$ cat src/rtl/ivt_pkg.sv
package ivt_pkg;
  localparam int unsigned DATA_W = 32;
  localparam int unsigned BE_W   = DATA_W / 8;
  localparam logic [15:0] OFS_RELOAD = 16'h0228;
  localparam logic [15:0] OFS_COUNT  = 16'h0230;

  typedef logic [DATA_W-1:0] word_t;

  typedef enum logic [2:0] {
    ACC_NONE,
    ACC_WR_RELOAD,
    ACC_RD_RELOAD,
    ACC_RD_COUNT,
    ACC_RD_OTHER
  } acc_e;
endpackage

$ cat src/rtl/ivt_regs.sv
module ivt_regs
  import ivt_pkg::*;
#(
  parameter int unsigned ADDR_W = 12
) (
  input  logic              clk_i,
  input  logic              rst_ni,
  input  logic              req_i,
  input  logic              we_i,
  input  logic [ADDR_W-1:0] addr_i,
  input  logic [BE_W-1:0]   be_i,
  input  word_t             wdata_i,
  output word_t             rdata_o,
  output word_t             reload_o,
  output logic              restart_o,
  output logic              ack_o
);
  localparam logic [ADDR_W-1:0] A_RELOAD = OFS_RELOAD[ADDR_W-1:0];
  localparam logic [ADDR_W-1:0] A_COUNT  = OFS_COUNT[ADDR_W-1:0];

  acc_e  acc;
  word_t reload_q, rdata_q;
  logic  full_word;

  assign full_word = &be_i;

  always_comb begin
    acc = ACC_NONE;
    if (req_i && full_word) begin
      if (we_i) begin
        if (addr_i == A_RELOAD) acc = ACC_WR_RELOAD;
      end else if (addr_i == A_RELOAD) begin
        acc = ACC_RD_RELOAD;
      end else if (addr_i == A_COUNT) begin
        acc = ACC_RD_COUNT;
      end else begin
        acc = ACC_RD_OTHER;
      end
    end
  end

  always_ff @(posedge clk_i or negedge rst_ni) begin
    if (!rst_ni) begin
      reload_q <= '0;
      rdata_q  <= '0;
    end else begin
      if (acc == ACC_WR_RELOAD) reload_q <= wdata_i;
      rdata_q <= (acc == ACC_RD_RELOAD) ? reload_q : '0;
    end
  end

  assign reload_o  = reload_q;
  assign rdata_o   = rdata_q;
  assign restart_o = (acc == ACC_WR_RELOAD);
  assign ack_o     = (acc == ACC_RD_COUNT);

  // a partial access leaves the stored reload untouched
  a_r7_partial_no_store: assert property (@(posedge clk_i) disable iff (!rst_ni)
    (req_i && !full_word) |=> $stable(reload_q));
  // count reads return zero
  a_r4_count_reads_zero: assert property (@(posedge clk_i) disable iff (!rst_ni)
    ack_o |=> (rdata_o == '0));
endmodule

$ cat src/rtl/ivt_prescale.sv
module ivt_prescale #(
  parameter int unsigned CYC_PER_MS = 125000
) (
  input  logic clk_i,
  input  logic rst_ni,
  input  logic restart_i,
  output logic ms_tick_o
);
  localparam int unsigned PRE_W = (CYC_PER_MS > 1) ? $clog2(CYC_PER_MS) : 1;
  localparam logic [PRE_W-1:0] PRE_LAST = PRE_W'(CYC_PER_MS - 1);

  logic [PRE_W-1:0] pre_q;
  logic             at_last;

  assign at_last = (pre_q == PRE_LAST);

  always_ff @(posedge clk_i or negedge rst_ni) begin
    if (!rst_ni)        pre_q <= '0;
    else if (restart_i) pre_q <= '0;
    else if (at_last)   pre_q <= '0;
    else                pre_q <= pre_q + 1'b1;
  end

  assign ms_tick_o = at_last && !restart_i;

  generate
    if (CYC_PER_MS > 1) begin : g_spacing
      // ticks are never back to back when a millisecond spans several cycles
      a_r2_tick_spacing: assert property (@(posedge clk_i) disable iff (!rst_ni)
        ms_tick_o |=> !ms_tick_o);
    end
  endgenerate
endmodule

$ cat src/rtl/ivt_period.sv
module ivt_period
  import ivt_pkg::*;
(
  input  logic  clk_i,
  input  logic  rst_ni,
  input  logic  restart_i,
  input  logic  ms_tick_i,
  input  word_t reload_i,
  output logic  expire_o
);
  word_t per_q;
  logic  at_end;

  assign at_end   = (per_q == reload_i);
  assign expire_o = ms_tick_i && at_end;

  always_ff @(posedge clk_i or negedge rst_ni) begin
    if (!rst_ni)        per_q <= '0;
    else if (restart_i) per_q <= '0;
    else if (ms_tick_i) per_q <= at_end ? '0 : per_q + 1'b1;
  end

  // every expiry starts the next period from zero
  a_r3_wrap_to_zero: assert property (@(posedge clk_i) disable iff (!rst_ni)
    expire_o |=> (per_q == '0));
  // restart clears the period count
  a_r5_restart_zero: assert property (@(posedge clk_i) disable iff (!rst_ni)
    restart_i |=> (per_q == '0));
endmodule

$ cat src/rtl/ivt_timer.sv
module ivt_timer
  import ivt_pkg::*;
#(
  parameter int unsigned CYC_PER_MS = 125000,
  parameter int unsigned ADDR_W     = 12
) (
  input  logic              clk_i,
  input  logic              rst_ni,
  input  logic              req_i,
  input  logic              we_i,
  input  logic [ADDR_W-1:0] addr_i,
  input  logic [3:0]        be_i,
  input  logic [31:0]       wdata_i,
  output logic [31:0]       rdata_o,
  output logic              irq_o
);
  word_t reload;
  logic  restart, ack, ms_tick, expire, irq_q;

  ivt_regs #(.ADDR_W(ADDR_W)) u_regs (
    .clk_i, .rst_ni, .req_i, .we_i, .addr_i, .be_i, .wdata_i,
    .rdata_o, .reload_o(reload), .restart_o(restart), .ack_o(ack)
  );

  ivt_prescale #(.CYC_PER_MS(CYC_PER_MS)) u_pre (
    .clk_i, .rst_ni, .restart_i(restart), .ms_tick_o(ms_tick)
  );

  ivt_period u_per (
    .clk_i, .rst_ni, .restart_i(restart), .ms_tick_i(ms_tick),
    .reload_i(reload), .expire_o(expire)
  );

  // priority: restart, then expiry, then acknowledge
  always_ff @(posedge clk_i or negedge rst_ni) begin
    if (!rst_ni)      irq_q <= 1'b0;
    else if (restart) irq_q <= 1'b0;
    else if (expire)  irq_q <= 1'b1;
    else if (ack)     irq_q <= 1'b0;
  end

  assign irq_o = irq_q;

  a_r5_write_clears_irq: assert property (@(posedge clk_i) disable iff (!rst_ni)
    restart |=> !irq_o);
  a_r6_expire_wins: assert property (@(posedge clk_i) disable iff (!rst_ni)
    (expire && !restart) |=> irq_o);
  a_r4_ack_clears: assert property (@(posedge clk_i) disable iff (!rst_ni)
    (ack && !expire && !restart) |=> !irq_o);
  a_r3_irq_holds: assert property (@(posedge clk_i) disable iff (!rst_ni)
    (irq_o && !ack && !restart) |=> irq_o);
endmodule

$ cat config.mk
export PLATFORM = sky130hd
export DESIGN_NAME = ivt_timer
export DESIGN_NICKNAME = d
export VERILOG_FILES = /design/src/rtl/ivt_pkg.sv /design/src/rtl/ivt_regs.sv /design/src/rtl/ivt_prescale.sv /design/src/rtl/ivt_period.sv /design/src/rtl/ivt_timer.sv
export SDC_FILE = /design/constraint.sdc
export NUM_CORES = 1
export LEC_CHECK = 0
export CAP_MARGIN = 20
export CORE_ASPECT_RATIO = 1.25
export CORE_MARGIN = 4
export CORE_UTILIZATION = 49
export DETAILED_ROUTE_END_ITERATION = 10
export HOLD_SLACK_MARGIN = 0.06
export PLACE_DENSITY = 0.89
export SKIP_CTS_REPAIR_TIMING = 1
export SYNTH_ARGS = -nofsm -noshare
export SYNTH_HDL_FRONTEND = slang
export SYNTH_SLANG_ARGS = --single-unit
$ cat constraint.sdc
create_clock -name clk_i -period 2.2 [get_ports clk_i]
set_input_delay 0.33 -clock clk_i [delete_from_list [all_inputs] [get_ports clk_i]]
set_output_delay 0.33 -clock clk_i [all_outputs]
set_load 0.05 [all_outputs]
Word-level counts from Yosys, hierarchy flattened
Index checks and enable logic that the tools add are counted.
Widths: inputs -> output; s select.
- register bits: 114
- output and inout port bits: 33
- word-level logic and storage cells: 35
- $add $sub $neg: 2
- equality and inequality tests: 7
- multiplexer cells: 14
- reductions and logical operators: 7
- operators with widths (cell ; count):
    $mux 32 ; 4
    $mux 17 ; 2
    $add 32x1->32 const B ; 1
    $eq 32x32->1 ; 1
    $eq 12x10->1 const B ; 2
    $add 17x1->17 const B ; 1
    $eq 17x17->1 const B ; 1
    $mux 3 ; 4
    $eq 3x2->1 const B ; 2
    $mux 1 ; 4
    $reduce_and 4->1 ; 1
    $eq 3x1->1 const B ; 1
    $logic_and 1x1->1 ; 3
    $reduce_bool 3->1 ; 1
    $reduce_bool 2->1 ; 1
    $logic_not 1->1 ; 1

Logic depth before layout (Yosys ltp)
Gate-level depths: netlist of run 1.
- depth in word-level cells: 11
- depth in mapped cells: 8
- gate-level depth less buffers: 7

Hierarchy
Synthesis of run 1 repeated with hierarchy kept, for this count alone.
- cell total of the unflattened synthesis: 449
- area total of the unflattened synthesis: 5277.6 um2
- modules (own cells, without submodules) (module ; instances ; cells each ; area each (um2)):
    ivt_regs ; 1 ; 145 ; 2353.5
    ivt_period ; 1 ; 211 ; 2016.9
    ivt_prescale ; 1 ; 89 ; 863.3
    ivt_timer ; 1 ; 4 ; 43.8

Worst setup path after synthesis of run 1
No wires, ideal clock.
- kind: reg-to-reg
- start point: reg u_pre.pre_q[12]
- end point: reg u_per.per_q[16]
- setup time: 0.133 ns
- arrival time: 1.903 ns
- data required time: 2.067 ns
- slack: 0.165 ns
- cell stages (with the launch flop): 8
- buffers on the path: 1
- cells stage by stage: dfrtp_1 nor4_1 nand3_1 or4_4 buf_6 and3_1 a31oi_1 o31ai_1
- longest elaborated chain between the ends: 3
- RTL lines (element ; RTL line ; RTL):
    start: declaration ; ivt_prescale.sv:12 ; logic [PRE_W-1:0] pre_q;
    start signal: assignment ; ivt_prescale.sv:21 ; else pre_q <= pre_q + 1'b1;
    $eq 17x17->1 ; ivt_prescale.sv:15 ; assign at_last = (pre_q == PRE_LAST);
    $logic_and 1x1->1 ; ivt_prescale.sv:24 ; assign ms_tick_o = at_last && !restart_i;
    $reduce_bool 2->1 (no source line) ; - ;
    end signal: assignment ; ivt_period.sv:20 ; else if (ms_tick_i) per_q <= at_end ? '0 : per_q + 1'b1;
    end: declaration ; ivt_period.sv:11 ; word_t per_q;
Every way passes these cells.
A chain may end at the register's enable or synchronous reset.

Final worst setup path of run 1
- start point: reg u_per.per_q[5]
- end point: reg u_per.per_q[20]
- longest elaborated chain between the ends: 4
- elaborated cells between the ends (all ways): 5
- those cells by class: 1 x add/sub; 1 x eq/ne; 3 x mux
- RTL lines (element ; RTL line ; RTL):
    $add 32x1->32 / $eq 32x32->1 (equally long branches) ; ivt_period.sv:20, ivt_period.sv:14 ;
    $mux 32 (*) (2 in series) ; ivt_period.sv:20 ;
    $mux 32 (*) ; ivt_period.sv:19 ; else if (restart_i) per_q <= '0;
Every way passes the cells marked *; elsewhere a longest branch is shown, timed or not. The select of a mux whose other input is x is not followed.

==> flow_summary.ini, run 1 <==
[synth]
synthXorXnorAreaFrac_pct = 7.854
syn_nets = 606
ys_seq_area_share_pct = 53.30
dominantRegCellSynth = dfrtp_1
synth_edf_count = 0
cells_after_synth = 552
yosysWarningCount = 0
synth-compound-area-share_pct = 7.994
postSynthAreaPerCell_sq_um = 9.697
async_reset_ff_share_pct = 100.0
synth_adder_area_share_pct = 0.4675
combinational_family_with_the_most_area_after_synthesis = simple AND/OR/NAND/NOR gates
ys_ff_latch = 114
synth.cell_area_sq_um = 5353
share_of_synthesized_area_spent_on_multiplexers_pct = 0.3740
netlist-cell-type-count = 49
synth-simple-area-share_pct = 27.79

[final_layout]
layout.cells.most_common = nand2_1
final_cell_mix = nand2_1 (124), dfrtp_1 (112), clkdlybuf4s50_1 (83), buf_4 (68)
fin_area_sq_um = 7757
instances_no_fill = 853
synthToLayoutAreaGrowth_pct = 44.93
finalNetCount = 762
insertedDiodeCount = 0
drive_above_1_share_pct = 20.39
final_core_utilization_pct = 73.08

[cts]
clkTransAtPathRegs_ns = 0.06
clk-insertion-delay-late_ns = 0.42
clock-root-buffer = clkbuf_16
number_of_sinks_handled_by_clock_tree_synthesis = 114
cts_tree = built
ctsHtreeMaxLevel = 4
ctsLongestPathBuffers = 2
cts_buffers = 17

[critical_path]
worst_ep_arrival_time_ns = 2.54
timing.critical_path.max_delay_family = simple AND/OR/NAND/NOR gates
critical_path.slowest_cell = dfrtp_1
ff2ff_setup_slack_ns = -0.05
critPathCaptureType = register
r2r_end = u_per.per_q[20]$_DFFE_PN0P_
timing.rr.start = u_per.per_q[5]$_DFFE_PN0P_
cp.required_ns = 2.49
slowest_delay_ns = 0.40
ff2ff_path_depth = 9
setup.worst_path.class = reg2reg
critPathLaunchType = register
critical_path.cell_chain = xnor2_1, nand4_1, nor4_2, buf_4, buf_4, nand2_1, buf_4, a31oi_1, a21oi_1
timing.critical_path.buf_inv = 3
path_max_fanout = 6
crit_path_frequent_cell = buf_4

[global_route]
number_of_antenna_violations_at_the_first_check_in_global_routing = 0
globalRoute.totalOverflow = 0
gr-usage-all-layers_pct = 25.04
grt_start_max_net_pins = 115
grt_pass1_wl_um = 24760
via_count_of_the_first_global_routing_pass = 5048

[timing]
relSlewSlack_pct = 56.68
worst_pin_slew_ns = 0.6498
final_critical_path_setup_slack_ns = -0.04783
grt_setup_unrepaired = yes
finClkSkew_ns = 0.005831
hold_violations = 0
portion_of_the_clock_cycle_consumed_by_the_worst_path_in_the_final_layout_pct = 102.2
clock.fmax_mhz = 444.9
final-setup-viol-count = 17
layout_min_cycle_time_ns = 2.248
maxSlewViolCount = 0

[placement]
dp_hpwl_um = 10450
placedInstanceArea_sq_um = 6778
routabilityCongestion = 0.9468
place_inst = 811
numPortBuffers = 84

[status]
violations = setup timing
run_status = finished, violations left

[drt]
route.vias.total = 5137
wl_per_cell_um = 19.80
post-route-drc-count = 0
drt_pass1_iterations = 5
antenna_left = 0
detail_route.iter0.violations = 503
via_per_inst = 6.022
route.final.wire_length_um = 16890

[worst_hold_path]
hold_depth = 1
timing.hold.worst.class = reg2reg
endpoint_of_the_worst_hold_timing_path = u_pre.pre_q[0]$_DFF_PN0_
worst_hold_path_startpoint = u_pre.pre_q[0]$_DFF_PN0_

[die]
floorplan.io_pins = 85
die_footprint_sq_um = 12670
floorplan.die.height_um = 124.9
floorplan.die.width_um = 101.5
floorplan.rows = 42
initial_core_utilization_pct = 50.42
core-area_sq_um = 10620

[power]
power.density_nw_per_um2 = 716.6
worst_ir_drop_vdd_mv = 0.6590
static-leakage-power_nw = 3.495

[run]
max_cap_viol_count = 0
synth_stat cells (4+ instances only):
master	count	area, sq um
o31ai_1	16	120.1
nand3_1	21	105.1
nor2_1	29	108.9
or3_1	4	25.02
nand2_1	125	469.2
xor2_1	10	87.58
o21ai_0	8	40.04
dfrtp_1	114	2853
and2_1	33	206.5
a21oi_1	9	45.04
a31oi_1	22	137.6
xnor2_1	38	332.8
nand4_1	22	137.6
and4_1	7	61.31
nor4_1	5	31.28
buf_2	5	25.02
clkbuf_1	13	48.80
and3_1	23	143.9
nor3_1	6	30.03
power by group:
| group | internal, W | switching [W] |
|---|---|---|
| clock network | 0.00225 | 0.00100 |
| logic | 0.000104 | 0.0000726 |
| registers | 0.00211 | 0.0000160 |
worst max path at each step:
stage                                     startpoint                          end  slack (ns)  cells past startpoint
after global routing        u_pre.pre_q[5]$_DFF_PN0_  u_per.per_q[24]$_DFFE_PN0P_       -0.12                      6
after global placement                       be_i[2]   u_per.per_q[2]$_DFFE_PN0P_       -0.13                      9
after CTS                  u_pre.pre_q[12]$_DFF_PN0_  u_per.per_q[28]$_DFFE_PN0P_       -0.04                      6
after floorplan            u_pre.pre_q[12]$_DFF_PN0_  u_per.per_q[16]$_DFFE_PN0P_        0.16                      7
after detailed placement                   addr_i[5]  u_per.per_q[19]$_DFFE_PN0P_       -0.29                      8
final                     u_per.per_q[5]$_DFFE_PN0P_  u_per.per_q[20]$_DFFE_PN0P_       -0.05                      9
layout make-up:
type	count	area, sq um
clock buffer	21	480.5
clock inverter	11	221.5
fill	655	2858
inverter	3	11.26
multi-input combinational	414	2587
sequential	114	2855
tap	132	165.2
timing repair buffer	158	1436
registers in the layout, indices dropped and copies added, names as in the netlist:
register	cells
u_regs.reload_o	32
irq_o	1
u_regs.rdata_o	32
u_pre.pre_q	17
u_per.per_q	32
layer usage:
metal | GRT usage [%] | wire length [um] | vias up
met2 | 43.99 | 8765 | 288
met1 | 28.05 | 5919 | 2519
li1 | - | - | 2249
met5 | 0 | 0 | -
met3 | 5.490 | 1265 | 81
met4 | 11.97 | 936 | 0
through the flow:
step	power (W)	setup WS (ns)	hold WS [ns]	TNS [ns]
detailed placement	0.002331	-0.2911	0.4472	-14.79
finish	0.005559	-0.04783	0.4519	-0.3366
floorplan	0.002181	0.1646	0.03441	0
global placement	0.002326	-0.1278	0.4488	-3.030
CTS	0.005556	-0.03938	0.02436	-0.08794
global route	0.005700	-0.1205	0.4599	-2.317
cell families (layout without fill, tap and decap cells):
family	count (synthesis)	count (layout)
and+or+nand+nor	294	296
DFF	114	114
xor gates and xnor gates	48	48
adders and majority gates	2	2
AOI/OAI and AO/OA	66	66
buffers and inverters	26	193
muxes	2	2
Power figures use the tool's default switching activity.
==> run 2: changes to the inputs <==
- CORE_UTILIZATION: 49 -> 30
- DONT_BUFFER_PORTS: unset -> 1
- PLACE_DENSITY: 0.89 -> 0.57
- TNS_END_PERCENT: unset -> 50
==> flow_summary.ini, run 2 (synthesis gave the netlist of run 1 again) <==
[status]
run_status = finished, violations left
violations = hold timing

[die]
floorplan.rows = 54
floorplan.die.width_um = 127.5
floorplan.io_pins = 85
die_footprint_sq_um = 20060
initial_core_utilization_pct = 30.59
floorplan.die.height_um = 157.3
core-area_sq_um = 17500

[final_layout]
finalNetCount = 702
synthToLayoutAreaGrowth_pct = 31.70
filler_cell_count = 1698
final_cell_mix = nand2_1 (124), dfrtp_1 (113), buf_4 (64), xnor2_1 (34), and2_1 (34)
final_core_utilization_pct = 40.28
layout.cells.most_common = nand2_1
insertedDiodeCount = 0
drive_above_1_share_pct = 18.76

[timing]
clock.fmax_mhz = 465.5
worst_pin_slew_ns = 0.7832
relSlewSlack_pct = 47.79
final-setup-viol-count = 0
finalHoldWorstSlack_ns = -0.3917
finClkSkew_ns = 0.01387
final_critical_path_setup_slack_ns = 0.05199
grt_setup_unrepaired = yes
maxSlewViolCount = 0
hold_violations = 114
portion_of_the_clock_cycle_consumed_by_the_worst_path_in_the_final_layout_pct = 97.64
layout_min_cycle_time_ns = 2.148

[critical_path]
r2r_end = u_per.per_q[5]$_DFFE_PN0P_
timing.critical_path.buf_inv = 1
critical_path.cell_chain = nor4_2, nand3_2, buf_6, or4_4, and3_4, a31oi_1, o31ai_1
ff2ff_path_depth = 7
worst_ep_arrival_time_ns = 2.43
critPathCaptureType = register
slowest_delay_ns = 0.55
path_max_fanout = 5
setup.worst_path.class = reg2reg
ff2ff_setup_slack_ns = 0.05
worstSetupStartpoint = u_pre.pre_q[5]$_DFF_PN0_
cp.required_ns = 2.49
timing.rr.start = u_pre.pre_q[5]$_DFF_PN0_
critical_path.slowest_cell = or4_4
critPathLaunchType = register
timing.critical_path.max_delay_family = simple AND/OR/NAND/NOR gates

[worst_hold_path]
timing.hold.worst.class = in2async

[placement]
dp_hpwl_um = 9953
numPortBuffers = 0
pre_cts_slack_ns = 0.008836
routabilityCongestion = 0.8717

[cts]
clock-root-buffer = clkbuf_16
clkTransAtPathRegs_ns = 0.06
ctsHtreeMaxLevel = 4
clk-insertion-delay-late_ns = 0.42
ctsLongestPathBuffers = 2
cts_buffers = 17
cts_tree = built
number_of_sinks_handled_by_clock_tree_synthesis = 114

[global_route]
via_count_of_the_first_global_routing_pass = 4463
globalRoute.totalOverflow = 0
number_of_antenna_violations_at_the_first_check_in_global_routing = 0
gr-usage-all-layers_pct = 14.37
grt_start_max_net_pins = 115
grt_pass1_wl_um = 22620

[power]
static-leakage-power_nw = 3.209
comb_power_share_pct = 1.7
worst_ir_drop_vdd_mv = 0.5635
p_switching_w = 0.001069
power.density_nw_per_um2 = 680.2
power_switching_share_pct = 22.29
cell_internal_pwr_w = 0.003726
totalPowerFinal_w = 0.004795
clock_power_share_pct = 54.0
pwr-share-seq_pct = 44.3

[drt]
detail_route.iter0.violations = 186
route.vias.total = 4420
post-route-drc-count = 0
route.final.wire_length_um = 14490
drt_pass1_iterations = 4
antenna_left = 0
wl_per_cell_um = 16.37
via_per_inst = 4.994

[run]
max_cap_viol_count = 0
run 2: cell types whose count changed in the layout (fill, tap and decap cells not counted), moves of 3 or more:
cell / before / now
bufinv_16: 6 / 1
nor2_2: 3 / 0
and3_4: 6 / 2
clkbuf_8: 4 / 0
buf_4: 68 / 64
and3_1: 17 / 21
a31oi_1: 18 / 22
clkdlybuf4s50_1: 83 / 0
buf_6: 4 / 1
dlygate4sd3_1: 1 / 32
clkinvlp_4: 2 / 6
run 2: per-layer routing:
layer	wire length (um)	vias up	GRT usage, %
met5	0	-	0
met2	7461	120	25.32
met4	376	0	7.563
li1	-	2122	-
met1	5803	2151	15.68
met3	849	27	3.971
run 2: power groups by stage:
stage / Clock (W) / Combinational [W] / Sequential [W]
4_1_cts: 0.00266 / 0.0000326 / 0.00212
5_1_grt: 0.00276 / 0.0000887 / 0.00213
3_3_place_gp: 0 / 0.0000316 / 0.00216
2_1_floorplan: 0 / 0.0000244 / 0.00216
3_5_place_dp: 0 / 0.0000323 / 0.00216
6_report: 0.00259 / 0.0000807 / 0.00213
run 2: final cells by class:
| cell class | instances | area [sq um] | area share, % |
|---|---|---|---|
| Timing Repair Buffer | 98 | 832.0 | 11.80 |
| Clock inverter | 14 | 132.6 | 1.881 |
| Multi-Input combinational cell | 414 | 2510 | 35.61 |
| Inverter | 3 | 11.26 | 0.1597 |
| Tap cell | 224 | 280.3 | 3.976 |
| Sequential cell | 114 | 2854 | 40.49 |
| Clock buffer | 18 | 429.2 | 6.088 |
run 2: how the worst max path moves through the flow:
| stage | to | slack, ns | cells past startpoint |
|---|---|---|---|
| CTS | u_per.per_q[28]$_DFFE_PN0P_ | -0.04 | 6 |
| floorplan | u_per.per_q[16]$_DFFE_PN0P_ | 0.16 | 7 |
| global placement | u_per.per_q[4]$_DFFE_PN0P_ | 0.08 | 9 |
| finish | u_per.per_q[5]$_DFFE_PN0P_ | 0.05 | 7 |
| detailed placement | u_per.per_q[28]$_DFFE_PN0P_ | 0.009 | 6 |
| global route | u_per.per_q[6]$_DFFE_PN0P_ | -0.03 | 7 |
run 2: metrics by stage:
step / cells / setup TNS [ns] / cell area (sq um) / hold WS, ns
2_1_floorplan: 552 / 0 / 5353 / 0.03441
3_3_place_gp: 818 / 0 / 6040 / 0.04358
3_5_place_dp: 818 / 0 / 6040 / 0.04278
4_1_cts: 850 / -0.05662 / 6601 / -0.4099
5_1_grt: 885 / -0.1438 / 7049 / -0.4141
6_report: 885 / 0 / 7049 / -0.3917
run 2: worst register-to-register path, stage by stage (launching register included):
cell     delay [ns]
dfrtp_1        0.40
nor4_2         0.31
nand3_2        0.16
buf_6          0.15
or4_4          0.55
and3_4         0.20
a31oi_1        0.14
o31ai_1        0.10
==> run 3: changes to the inputs <==
- SKIP_LAST_GASP: unset -> 1
==> flow_summary.ini, run 3 (synthesis gave the netlist of run 1 again) <==
[critical_path]
critPathCaptureType = register
critical_path.cell_chain = nor4_2, nand3_2, buf_6, or4_4, and3_4, a31oi_1, o31ai_1
r2r_end = u_per.per_q[5]$_DFFE_PN0P_
timing.rr.start = u_pre.pre_q[5]$_DFF_PN0_
worstSetupStartpoint = u_pre.pre_q[5]$_DFF_PN0_
critPathLaunchType = register
slowest_delay_ns = 0.55
ff2ff_setup_slack_ns = 0.04
ff2ff_path_depth = 7
path_max_fanout = 5
worst_ep_arrival_time_ns = 2.44
cp.required_ns = 2.49
timing.critical_path.to = u_per.per_q[5]$_DFFE_PN0P_
critical_path.slowest_cell = or4_4
setup.worst_path.class = reg2reg

[cts]
clkTransAtPathRegs_ns = 0.06
number_of_sinks_handled_by_clock_tree_synthesis = 114
cts_tree = built
ctsLongestPathBuffers = 2
ctsHtreeMaxLevel = 4
cts_buffers = 17
clk-insertion-delay-late_ns = 0.42
clock-root-buffer = clkbuf_16

[final_layout]
fin_area_sq_um = 7046
finalNetCount = 702
instances_no_fill = 885
final_core_utilization_pct = 40.26
final_cell_mix = nand2_1 (124), dfrtp_1 (113), buf_4 (64), xnor2_1 (34), and2_1 (34)
synthToLayoutAreaGrowth_pct = 31.63
drive_above_1_share_pct = 18.61
insertedDiodeCount = 0
layout.cells.most_common = nand2_1

[global_route]
grt_start_max_net_pins = 115
grt_pass1_wl_um = 22620
via_count_of_the_first_global_routing_pass = 4463
globalRoute.totalOverflow = 0
gr-usage-all-layers_pct = 14.37
number_of_antenna_violations_at_the_first_check_in_global_routing = 0

[status]
run_status = finished, violations left
violations = hold timing

[run]
max_cap_viol_count = 0

[timing]
hold_violations = 114
final-setup-viol-count = 0
grt_setup_unrepaired = yes
finClkSkew_ns = 0.01409
clock.fmax_mhz = 463.2
layout_min_cycle_time_ns = 2.159
portion_of_the_clock_cycle_consumed_by_the_worst_path_in_the_final_layout_pct = 98.13
maxSlewViolCount = 0
relSlewSlack_pct = 47.04
finalHoldWorstSlack_ns = -0.3922
final_critical_path_setup_slack_ns = 0.04110
worst_pin_slew_ns = 0.7944

[drt]
detail_route.iter0.violations = 187
via_per_inst = 5.000
wl_per_cell_um = 16.39
post-route-drc-count = 0
route.vias.total = 4425
route.final.wire_length_um = 14510
antenna_left = 0
drt_pass1_iterations = 4

[die]
floorplan.rows = 54
floorplan.io_pins = 85
floorplan.die.height_um = 157.3
core-area_sq_um = 17500
initial_core_utilization_pct = 30.59
floorplan.die.width_um = 127.5
die_footprint_sq_um = 20060

[power]
static-leakage-power_nw = 3.209
power.density_nw_per_um2 = 680.8
worst_ir_drop_vdd_mv = 0.5656

[placement]
routabilityCongestion = 0.8717
dp_hpwl_um = 9953
placedInstanceArea_sq_um = 6040
pre_cts_slack_ns = 0.008836
numPortBuffers = 0
place_inst = 818

[worst_hold_path]
timing.hold.worst.class = in2async
run 3: cell counts in the layout (fill, tap and decap cells not counted):
No cell type changed its count.
run 3: metrics by stage:
step                 TNS, ns  power [W]
floorplan                  0   0.002181
detailed placement         0   0.002193
global route         -0.1542   0.004969
global placement           0   0.002193
finish                     0   0.004797
CTS                 -0.05662   0.004817
run 3: report_power, final:
| part | internal (W) | switching, W |
|---|---|---|
| Sequential | 0.00211 | 0.0000162 |
| Clock | 0.00156 | 0.00103 |
| Combinational | 0.0000571 | 0.0000236 |
| Total | 0.00373 | 0.00107 |
run 3: cell type report:
type,count,area [sq um]
fill,1700,10450
sequential,114,2854
timing repair buffer,98,832.0
inverter,3,11.26
clock buffer,18,429.2
multi-input combinational,414,2506
clock inverter,14,132.6
tap,224,280.3
run 3: layer usage:
metal	part of all wire, %	global-route usage [%]
met1	40	15.68
met2	52	25.32
met3	5.6	3.971
met4	2.4	7.563
met5	0	0
run 3: critical path, delay by kind of cell (launching register included):
| kind | cells | cell delay [ns] |
|---|---|---|
| AO/OA/AOI/OAI | 2 | 0.24 |
| flip-flops | 1 | 0.40 |
| buffers and inverters | 1 | 0.15 |
| AND/OR/NAND/NOR | 4 | 1.23 |
run 3: worst min path at each step:
stage,startpoint,endpoint,slack (ns)
after floorplan,rst_ni,irq_o$_DFFE_PN0P_,0.03
after global placement,rst_ni,u_pre.pre_q[8]$_DFF_PN0_,0.04
after detailed placement,rst_ni,u_pre.pre_q[8]$_DFF_PN0_,0.04
after CTS,rst_ni,u_pre.pre_q[6]$_DFF_PN0_,-0.41
after global routing,rst_ni,u_pre.pre_q[6]$_DFF_PN0_,-0.41
final,rst_ni,u_pre.pre_q[6]$_DFF_PN0_,-0.39
